==> src/rtl/ocr_pkg.sv <==
package ocr_pkg;

  typedef enum logic [1:0] {
    FT_NONE     = 2'd0,
    FT_SPIKE    = 2'd1,
    FT_SHORT    = 2'd2,
    FT_OVERLOAD = 2'd3
  } fault_t;

  typedef enum logic [2:0] {
    ST_OFF,
    ST_ON,
    ST_HOLD,
    ST_COOL,
    ST_LOCK
  } port_st_t;

  // cooldown length after a given number of retries already spent
  function automatic int unsigned backoff_cycles(input int unsigned base,
                                                 input int unsigned tries);
    return base << tries;
  endfunction

endpackage

==> src/rtl/ocr_flag_filter.sv <==
module ocr_flag_filter #(
  parameter int RUN_W = 12
) (
  input  logic             clk,
  input  logic             rst_n,
  input  logic             flag_i,
  input  logic             act_high_i,
  output logic             fault_lvl_o,
  output logic [RUN_W-1:0] run_len_o
);

  logic meta_q, sync_q;
  logic [RUN_W-1:0] run_q;

  // polarity folded in before the first flop so the reset value is "no fault"
  always_ff @(posedge clk or negedge rst_n) begin
    if (!rst_n) begin
      meta_q <= 1'b0;
      sync_q <= 1'b0;
    end else begin
      meta_q <= flag_i ~^ act_high_i;
      sync_q <= meta_q;
    end
  end

  always_ff @(posedge clk or negedge rst_n) begin
    if (!rst_n)                run_q <= '0;
    else if (!sync_q)          run_q <= '0;
    else if (run_q != '1)      run_q <= run_q + RUN_W'(1);
  end

  assign fault_lvl_o = sync_q;
  assign run_len_o   = run_q;


  run_grows_chk: assert property (@(posedge clk) disable iff (!rst_n)
    (sync_q && run_q != '1) |=> (run_q == $past(run_q) + RUN_W'(1)));

endmodule

==> src/rtl/ocr_retry_budget.sv <==
module ocr_retry_budget
  import ocr_pkg::*;
#(
  parameter int MAX_RETRY = 3,
  parameter int BASE_COOL = 256,
  parameter int CNT_W     = 2,
  parameter int COOL_W    = 12
) (
  input  logic              clk,
  input  logic              rst_n,
  input  logic              use_i,
  input  logic              clear_i,
  output logic              exhausted_o,
  output logic [COOL_W-1:0] cool_len_o
);

  logic [CNT_W-1:0] retry_q;

  assign exhausted_o = retry_q >= CNT_W'(MAX_RETRY);
  assign cool_len_o  = COOL_W'(backoff_cycles(BASE_COOL, 32'(retry_q)));

  always_ff @(posedge clk or negedge rst_n) begin
    if (!rst_n)                       retry_q <= '0;
    else if (clear_i)                 retry_q <= '0;
    else if (use_i && !exhausted_o)   retry_q <= retry_q + CNT_W'(1);
  end


  retry_bound_chk: assert property (@(posedge clk) disable iff (!rst_n)
    retry_q <= CNT_W'(MAX_RETRY));


  backoff_double_chk: assert property (@(posedge clk) disable iff (!rst_n)
    (use_i && !exhausted_o && !clear_i) |=>
      (cool_len_o == {$past(cool_len_o[COOL_W-2:0]), 1'b0}));


  budget_refill_chk: assert property (@(posedge clk) disable iff (!rst_n)
    clear_i |=> (cool_len_o == COOL_W'(BASE_COOL)));

endmodule

==> src/rtl/ocr_port_guard.sv <==
module ocr_port_guard
  import ocr_pkg::*;
#(
  parameter int DEB_W      = 8,
  parameter int SPIKE_LEN  = 64,
  parameter int SHORT_LEN  = 1024,
  parameter int INS_WIN    = 2048,
  parameter int BASE_COOL  = 256,
  parameter int MAX_RETRY  = 3,
  parameter int STABLE_LEN = 65536
) (
  input  logic             clk,
  input  logic             rst_n,
  input  logic             flag_i,
  input  logic             flag_act_high_i,
  input  logic [DEB_W-1:0] deb_i,
  input  logic             port_req_i,
  input  logic             sw_clear_i,
  output logic             pwr_en_o,
  output logic [1:0]       fault_type_o,
  output logic             lockout_o
);

  localparam int LEN_W  = $clog2(SHORT_LEN + 1);
  localparam int RUN_W  = ((LEN_W > DEB_W) ? LEN_W : DEB_W) + 1;
  localparam int WIN_W  = $clog2(INS_WIN + 1);
  localparam int OK_W   = $clog2(STABLE_LEN + 1);
  localparam int CNT_W  = $clog2(MAX_RETRY + 1);
  localparam int COOL_W = $clog2(BASE_COOL + 1) + MAX_RETRY;

  port_st_t          state_q, state_d;
  fault_t            fault_q;
  logic [WIN_W-1:0]  ins_cnt_q;
  logic [OK_W-1:0]   ok_cnt_q;
  logic [COOL_W-1:0] cool_cnt_q;

  logic              fault_lvl;
  logic [RUN_W-1:0]  run_len;
  logic              exhausted;
  logic [COOL_W-1:0] cool_len;

  // named internal events
  logic             in_win, cut_evt, spike_evt, short_evt, ovl_evt, stable_hit;
  logic [RUN_W-1:0] deb_ext, cut_thr;

  ocr_flag_filter #(.RUN_W(RUN_W)) u_filter (
    .clk         (clk),
    .rst_n       (rst_n),
    .flag_i      (flag_i),
    .act_high_i  (flag_act_high_i),
    .fault_lvl_o (fault_lvl),
    .run_len_o   (run_len)
  );

  ocr_retry_budget #(
    .MAX_RETRY (MAX_RETRY),
    .BASE_COOL (BASE_COOL),
    .CNT_W     (CNT_W),
    .COOL_W    (COOL_W)
  ) u_budget (
    .clk         (clk),
    .rst_n       (rst_n),
    .use_i       (ovl_evt),
    .clear_i     (sw_clear_i || stable_hit),
    .exhausted_o (exhausted),
    .cool_len_o  (cool_len)
  );

  assign in_win     = ins_cnt_q < WIN_W'(INS_WIN);
  assign deb_ext    = RUN_W'(deb_i);
  assign cut_thr    = in_win ? RUN_W'(SPIKE_LEN) : deb_ext;
  assign cut_evt    = (state_q == ST_ON) && (run_len != '0) && (run_len >= cut_thr);
  assign spike_evt  = (state_q == ST_ON) && in_win && !fault_lvl && (run_len != '0)
                      && (run_len >= deb_ext) && (run_len < RUN_W'(SPIKE_LEN));
  assign short_evt  = (state_q == ST_HOLD) && (run_len >= RUN_W'(SHORT_LEN));
  assign ovl_evt    = (state_q == ST_HOLD) && !short_evt && !fault_lvl;
  assign stable_hit = ok_cnt_q == OK_W'(STABLE_LEN);

  always_comb begin
    state_d = state_q;
    unique case (state_q)
      ST_OFF:  if (port_req_i) state_d = ST_ON;
      ST_ON: begin
        if (cut_evt)          state_d = ST_HOLD;
        else if (!port_req_i) state_d = ST_OFF;
      end
      ST_HOLD: begin
        if (short_evt)        state_d = ST_LOCK;
        else if (ovl_evt)     state_d = exhausted ? ST_LOCK : ST_COOL;
      end
      ST_COOL: if (cool_cnt_q == '0) state_d = port_req_i ? ST_ON : ST_OFF;
      ST_LOCK: if (sw_clear_i) state_d = ST_OFF;
      default: state_d = ST_OFF;
    endcase
  end

  always_ff @(posedge clk or negedge rst_n) begin
    if (!rst_n) begin
      state_q    <= ST_OFF;
      fault_q    <= FT_NONE;
      ins_cnt_q  <= '0;
      ok_cnt_q   <= '0;
      cool_cnt_q <= '0;
    end else begin
      state_q <= state_d;

      if (sw_clear_i)     fault_q <= FT_NONE;
      else if (spike_evt) fault_q <= FT_SPIKE;
      else if (short_evt) fault_q <= FT_SHORT;
      else if (ovl_evt)   fault_q <= FT_OVERLOAD;

      if (state_q != ST_ON) ins_cnt_q <= '0;
      else if (in_win)      ins_cnt_q <= ins_cnt_q + WIN_W'(1);

      if (state_q != ST_ON || fault_lvl) ok_cnt_q <= '0;
      else if (!stable_hit)              ok_cnt_q <= ok_cnt_q + OK_W'(1);

      if (ovl_evt && !exhausted)                    cool_cnt_q <= cool_len - COOL_W'(1);
      else if (state_q == ST_COOL && cool_cnt_q != '0) cool_cnt_q <= cool_cnt_q - COOL_W'(1);
    end
  end

  assign pwr_en_o     = state_q == ST_ON;
  assign lockout_o    = state_q == ST_LOCK;
  assign fault_type_o = fault_q;


  cut_latency_chk: assert property (@(posedge clk) disable iff (!rst_n)
    (pwr_en_o && !in_win && deb_i != '0 && run_len >= deb_ext) |=> !pwr_en_o);


  spike_keeps_power_chk: assert property (@(posedge clk) disable iff (!rst_n)
    (spike_evt && port_req_i) |=> pwr_en_o);


  short_locks_chk: assert property (@(posedge clk) disable iff (!rst_n)
    (short_evt && !sw_clear_i) |=> (lockout_o && fault_type_o == FT_SHORT));


  lock_exit_chk: assert property (@(posedge clk) disable iff (!rst_n)
    $fell(lockout_o) |-> $past(sw_clear_i));


  power_needs_req_chk: assert property (@(posedge clk) disable iff (!rst_n)
    $rose(pwr_en_o) |-> $past(port_req_i));

endmodule

==> config.mk <==
export PLATFORM = sky130hd
export DESIGN_NAME = ocr_port_guard
export DESIGN_NICKNAME = d
export VERILOG_FILES = /design/src/rtl/ocr_pkg.sv /design/src/rtl/ocr_flag_filter.sv /design/src/rtl/ocr_retry_budget.sv /design/src/rtl/ocr_port_guard.sv
export SDC_FILE = /design/constraint.sdc
export NUM_CORES = 1
export LEC_CHECK = 0
export ABC_CLOCK_PERIOD_IN_PS = 5800
export BUFFER_PORTS_ARGS = -buffer_cell sky130_fd_sc_hd__buf_4
export CAP_MARGIN = 30
export CORE_MARGIN = 3
export CORE_UTILIZATION = 60
export DETAILED_ROUTE_END_ITERATION = 8
export HOLD_SLACK_MARGIN = 0.02
export PLACE_DENSITY = 0.86
export SLEW_MARGIN = 20
export SYNTH_ARGS = -nofsm -noshare
export SYNTH_HDL_FRONTEND = slang
export SYNTH_SLANG_ARGS = --single-unit
export TNS_END_PERCENT = 1
==> constraint.sdc <==
create_clock -name clk -period 5.8 [get_ports clk]
set_input_delay 0.58 -clock clk [delete_from_list [all_inputs] [get_ports clk]]
set_output_delay 0.58 -clock clk [all_outputs]
set_load 0.02 [all_outputs]
==> After elaboration in Yosys (flattened, before gate mapping) <==
Cells that the tools add are included.
Widths: inputs -> output; s select.
{ "totals": {"word_cells": 88, "register_bits": 62, "out_inout_bits": 4, "in_bits": 14} }
{ "classes": {"add_sub_neg": 6, "order_cmp": 6, "bitwise_logic": 1, "n_reduce_logical": 26, "n_eq_ne": 14, "shifts": 1, "muxes": 25} }
{ "ops": {"columns": ["operator", "n"], "rows": [
  ["$mux 12", 6],
  ["$mux 17", 2],
  ["$add 12x1->12 const B", 2],
  ["$ge 12x8->1", 2],
  ["$mux 3", 8],
  ["$reduce_bool 12->1", 2],
  ["$sub 12x1->12 const B", 2],
  ["$add 17x1->17 const B", 1],
  ["$eq 17x17->1 const B", 1],
  ["$pmux 3 s5", 1],
  ["$ge 12x11->1 const B", 1],
  ["$logic_and 1x1->1", 12],
  ["$logic_not 12->1", 1],
  ["$lt 12x12->1 const B", 1],
  ["$lt 12x7->1 const B", 1],
  ["$mux 2", 6],
  ["$ne 12x12->1 const B", 1],
  ["$shl 9x2->12 const A", 1],
  ["$mux 8", 1],
  ["$ne 2x2->1 const B", 4],
  ["$eq 3x2->1 const B", 2],
  ["$ne 3x2->1 const B", 2],
  ["$reduce_bool 2->1", 3],
  ["$reduce_and 5->1", 1],
  ["other kinds (12)", 15]
]} }

==> Logic depth before layout (Yosys ltp) <==
{ "depth": {"word_depth": 9, "mapped_depth": 13} }

==> Hierarchy <==
Synthesis repeated with hierarchy kept, for this count alone.
{ "hier_totals": {"cells_unflattened": 435, "hier_area_um2": 4031.4} }
{ "modules_own_cells": {"columns": ["module", "area_per_inst_um2", "cells_each", "n_inst", "seq_area_each_um2"], "rows": [
  ["ocr_port_guard", 3088.0, 346, 1, 1151.1],
  ["ocr_flag_filter", 706.9, 65, 1, 350.3],
  ["ocr_retry_budget", 236.5, 24, 1, 50.0]
]} }

==> Worst setup path after synthesis <==
Ideal clock, no wire load.
{ "synth_timing": {"kind": "register to register", "start": "reg u_budget.retry_q[0]", "end": "reg cool_cnt_q[8]", "synth_period_minus_slack_ns": 2.895, "arrival_ns": 2.750, "required_time_ns": 5.655, "setup_ns": 0.145, "setup_slack_ns": 2.905, "stages_incl_launch_ff": 13, "cell_sequence": "dfrtp_1 > ha_1 > or3_1 > or3_1 > buf_2 > nand2_1 > ha_1 > clkbuf_1 > nor4b_1 > nand2_1 > nor4_1 > xnor2_1 > o21ai_0"} }
{ "synth_via": {"elab_chain_cells": 4, "elab_cells_between_ends": 7} }
{ "synth_rtl": {"columns": ["item", "line_no", "source"], "rows": [
  ["start: declaration", "ocr_retry_budget.sv:17", "logic [CNT_W-1:0] retry_q;"],
  ["start signal: assignment", "ocr_retry_budget.sv:25", "else if (use_i && !exhausted_o) retry_q <= retry_q + CNT_W'(1);"],
  ["parallel branches: the longest is 4 deep, another holds $sub 12x1->12", null, null],
  ["end signal: assignment", "ocr_port_guard.sv:118", "if (ovl_evt && !exhausted) cool_cnt_q <= cool_len - COOL_W'(1);"],
  ["end signal: assignment", "ocr_port_guard.sv:119", "else if (state_q == ST_COOL && cool_cnt_q != '0) cool_cnt_q <= cool_cnt_q - COOL_W'(1);"],
  ["end: declaration", "ocr_port_guard.sv:35", "logic [COOL_W-1:0] cool_cnt_q;"]
]} }
Several ways; the timed one is not identified.
A chain may end at the register's enable or synchronous reset.

==> Worst setup path in the final report <==
{ "layout_timing": {"start": "reg u_budget.retry_q[0]", "end": "reg cool_cnt_q[10]"} }
Same word-level chain as after synthesis.

==> results by group <==
Outcome
  – Status: completed

Setup path
  – Slowest-stage cell, CP: or3_1
  – Worst flop-to-flop path startpoint: u_budget.retry_q[0]$_DFFE_PN0P_
  – Worst Setup EP: cool_cnt_q[10]$_DFFE_PN0P_
  – Flop2flop setup slack: 2.71 ns
  – WP depth: 10
  – Critical path buffers and inverters: 0
  – CP Class: reg2reg
  – Crit-path cells: ha_1 > or3_1 > or3_1 > nand2_1 > ha_1 > nor4b_1 > nand2_1 > nor4_1 > xnor2_1 > o21ai_1
  – FF-to-FF End: cool_cnt_q[10]$_DFFE_PN0P_
  – Worst setup EP type: flip-flop
  – WP data required: 6.01 ns
  – Critical Path Fanout Max: 13
  – Crit-path max cell delay: 0.55 ns
  – Worst path top cell family by delay: simple AND/OR/NAND/NOR gates
  – Worst EP arrival: about 3.3 ns
  – R2R depth: 10
  – Startpoint class of the critical path: flip-flop
  – Crit path launch: u_budget.retry_q[0]$_DFFE_PN0P_

Finish
  – Fillers: about 430
  – Final #Nets: 455
  – Share of layout cells above drive strength 1: 10.48%
  – Area Growth Syn to Fin: 10.30%
  – Most frequent cells in the layout: dfrtp_1, nor2_1, nand2_1
  – Commonest non-fill, non-tap cell in the layout: dfrtp_1
  – Antenna fix cells: 0

Detailed routing
  – DR pass1 iterations: 5
  – Vias: 3000
  – Post-route ant nets: 0
  – DRC violations left: 0
  – Drt wl/cell: 15.45 um
  – WL final: around 7.6 mm
  – Initial drt markers: 143
  – Via density per instance: 6.098

STA
  – Unrepaired setup endpoints after global routing: false
  – Pins Over Slew Limit: 0
  – Fin Clk Skew: 0.01437 ns
  – Setup_tns: 0 ns
  – Worst rel slew slack: 49.73%
  – Final min period: 3.088 ns
  – Hold Slack: 0.2986 ns
  – Final Cycle Share: 53.24%
  – FMAX: 0.3238 GHz
  – Worst-Margin Slew: 0.7541 ns
  – Hold Violations, Final: 0
  – Setup violators final: 0

Synth
  – #FFs+latches synth: slightly above 60
  – Asr flop ratio synth: 100.0%
  – Ys flop type: dfrtp_1
  – Netlist cell types: 52
  – Mean post-synth cell area: 9.234 um^2
  – Synth Instances: 400
  – Synth Warn #: 0
  – Cell area after synthesis: 0.003694 mm^2
  – Area leader, netlist: dfrtp_1
  – Synth top area cells: dfrtp_1, ha_1, nor2_1
  – Number of flops mapped to enable cells by yosys: 0
  – Sequential share of the synthesized area: 42.01%
  – Yosys top cell area share: 42.01%
  – Synth Net Count: 440

Clock network
  – CTS max path bufs: 2
  – Worst-path clk slew: approximately 0.080 ns
  – CTS tree: yes
  – Clk root buf: clkbuf_8
  – Clk sinks: 62
  – Cts bufs inserted: 9
  – H-tree depth: 3
  – Setup repair bufs after CTS: 0
  – # hold bufs at CTS: 0
  – Post-CTS sizing: 0
  – Clk Latency, worst-skew pair: approximately 0.35 ns

Power and ir drop
  – Pint: between 0.0008 and 0.0009 W
  – Static Leakage: 1.793 nW
  – Switching power: around 0.00045 W
  – Flop pwr share: 42.3%
  – Switching Share: 33.89%
  – Cell Pwr Density: 328.8 mW/mm^2
  – Peak supply drop: 0.2109 mV
  – Combinational fraction of design power: 26.4%
  – Clock power share: approximately 31%

Min path
  – Hold crit path type: in2async

Placed design
  – Final RePlAce weighted congestion: 0.8040
  – Port Buffers: 17
  – Hpwl dp: 5.358 mm

Floorplan
  – Die X-Extent: 84.46 um
  – Area of the core: around 0.0057 mm^2
  – Height of the die: 84.46 um
  – Num rows: 27
  – Die area: around 0.0071 mm^2
  – # IOs: 18
  – Initial Utilization: 64.31%

Global routing
  – Met1 GRT Util: 30.91%
  – Vias in the first global route: 2927
  – Global-route layer with the greatest usage: met2
  – Total global routing overflow: 0
  – Initial antenna violation count: 0
  – Pin count of the biggest net entering global routing: 63
  – First-pass GRT wire length: 13.54 mm
  – GR Util met2: a little under two fifths
  – GR Util met3: around 6.2%
  – GRT Resource Usage Total: a little under a quarter

Run
  – Max Cap Viol: 0
-- worst min-delay path by stage --
stage	from	end	slack (ns)	cells past startpoint
final	rst_n	u_filter.run_len_o[7]$_DFFE_PN0P_	0.30	1
after global routing	rst_n	u_filter.run_len_o[7]$_DFFE_PN0P_	0.35	1
after CTS	rst_n	cool_cnt_q[0]$_DFFE_PN0P_	0.33	1
after detailed placement	u_filter.meta_q$_DFF_PN0_	u_filter.fault_lvl_o$_DFF_PN0_	0.34	0
after global placement	u_filter.meta_q$_DFF_PN0_	u_filter.fault_lvl_o$_DFF_PN0_	0.33	0
after floorplan	rst_n	cool_cnt_q[0]$_DFFE_PN0P_	0.28	0
-- cell families (layout without fill, tap and decap cells) --
logic type | Yosys count | after routing | synth area share (%)
compound gates | 64 | 64 | 11.48
xor+xnor | 36 | 36 | 8.537
fa+ha+maj | 26 | 26 | 8.808
buf+inv | 34 | 54 | 3.557
flops | 62 | 62 | 42.01
mux | 2 | 2 | 0.5420
simple gates | 176 | 176 | 25.07
-- registers in the layout, summed over array words and instances, names as in the netlist --
register,count
ins_cnt_q,12
u_filter.meta_q,1
fault_type_o,2
u_filter.fault_lvl_o,1
u_budget.retry_q,2
u_filter.run_len_o,12
cool_cnt_q,12
state_q,3
ok_cnt_q,17
-- per-layer routing --
layer | wire length, um | vias up
met5 | 0 | -
met4 | 101 | 0
met3 | 341 | 12
met2 | 3696 | 76
met1 | 3461 | 1468
li1 | - | 1444
-- through the flow --
step,utilization [%],instance area (um^2),setup WS (ns),cells,power (W)
floorplan,-,3694,2.905,400,0.0008209
global placement,67.19,3859,2.866,476,0.0009042
detailed placement,67.19,3859,2.736,476,0.0009215
CTS,70.94,4074,2.717,492,0.001343
global route,70.94,4074,2.445,492,0.001426
finish,70.94,4074,2.712,492,0.001339
-- area by class of cell --
| type | instances | area, um^2 | share of cell area [%] |
|---|---|---|---|
| Multi-Input combinational cell | 304 | 2011 | 49.36 |
| Clock inverter | 4 | 70.07 | 1.720 |
| Inverter | 21 | 78.83 | 1.935 |
| Clock buffer | 12 | 145.1 | 3.563 |
| Tap cell | 72 | 90.09 | 2.211 |
| Sequential cell | 62 | 1551 | 38.08 |
| Timing Repair Buffer | 17 | 127.6 | 3.133 |
-- worst register-to-register path: cells and delay by family, from the launching register on --
kind | cells | cell delay (ns)
flip-flops | 1 | 0.42
adder cells (fa/ha/maj) | 2 | 0.55
AO/OA/AOI/OAI | 1 | 0.07
XOR/XNOR | 1 | 0.16
AND/OR/NAND/NOR | 6 | 1.76
-- Yosys cell counts, types with 2 or more instances --
cell type,instances
nor3_1,4
nor4_1,8
mux2i_1,2
dfrtp_1,62
a21o_1,4
a31oi_1,4
o41ai_1,2
a211o_1,3
nor3b_1,3
or2_2,4
a21oi_1,14
a221oi_1,2
and4_1,4
nor4b_1,4
or4_1,3
buf_2,3
nand2b_1,3
o221ai_1,2
nand4_1,9
clkbuf_1,10
o21ai_0,16
xor2_1,20
nor2_1,52
o311ai_0,2
nand2_1,38
nor2b_1,3
a211oi_1,2
or3_1,9
o21a_1,3
o21ai_1,3
ha_1,26
and3_1,5
inv_1,21
and2_1,3
nand3_1,15
xnor2_1,16
-- power by group through the flow --
stage               Clock [W]  Combinational (W)  Sequential (W)
global route         0.000448           0.000402        0.000575
floorplan                   0           0.000268        0.000553
global placement            0           0.000336        0.000568
detailed placement          0           0.000350        0.000571
finish               0.000419           0.000353        0.000567
CTS                  0.000424           0.000354        0.000565
(Power assumes the default switching activity.)
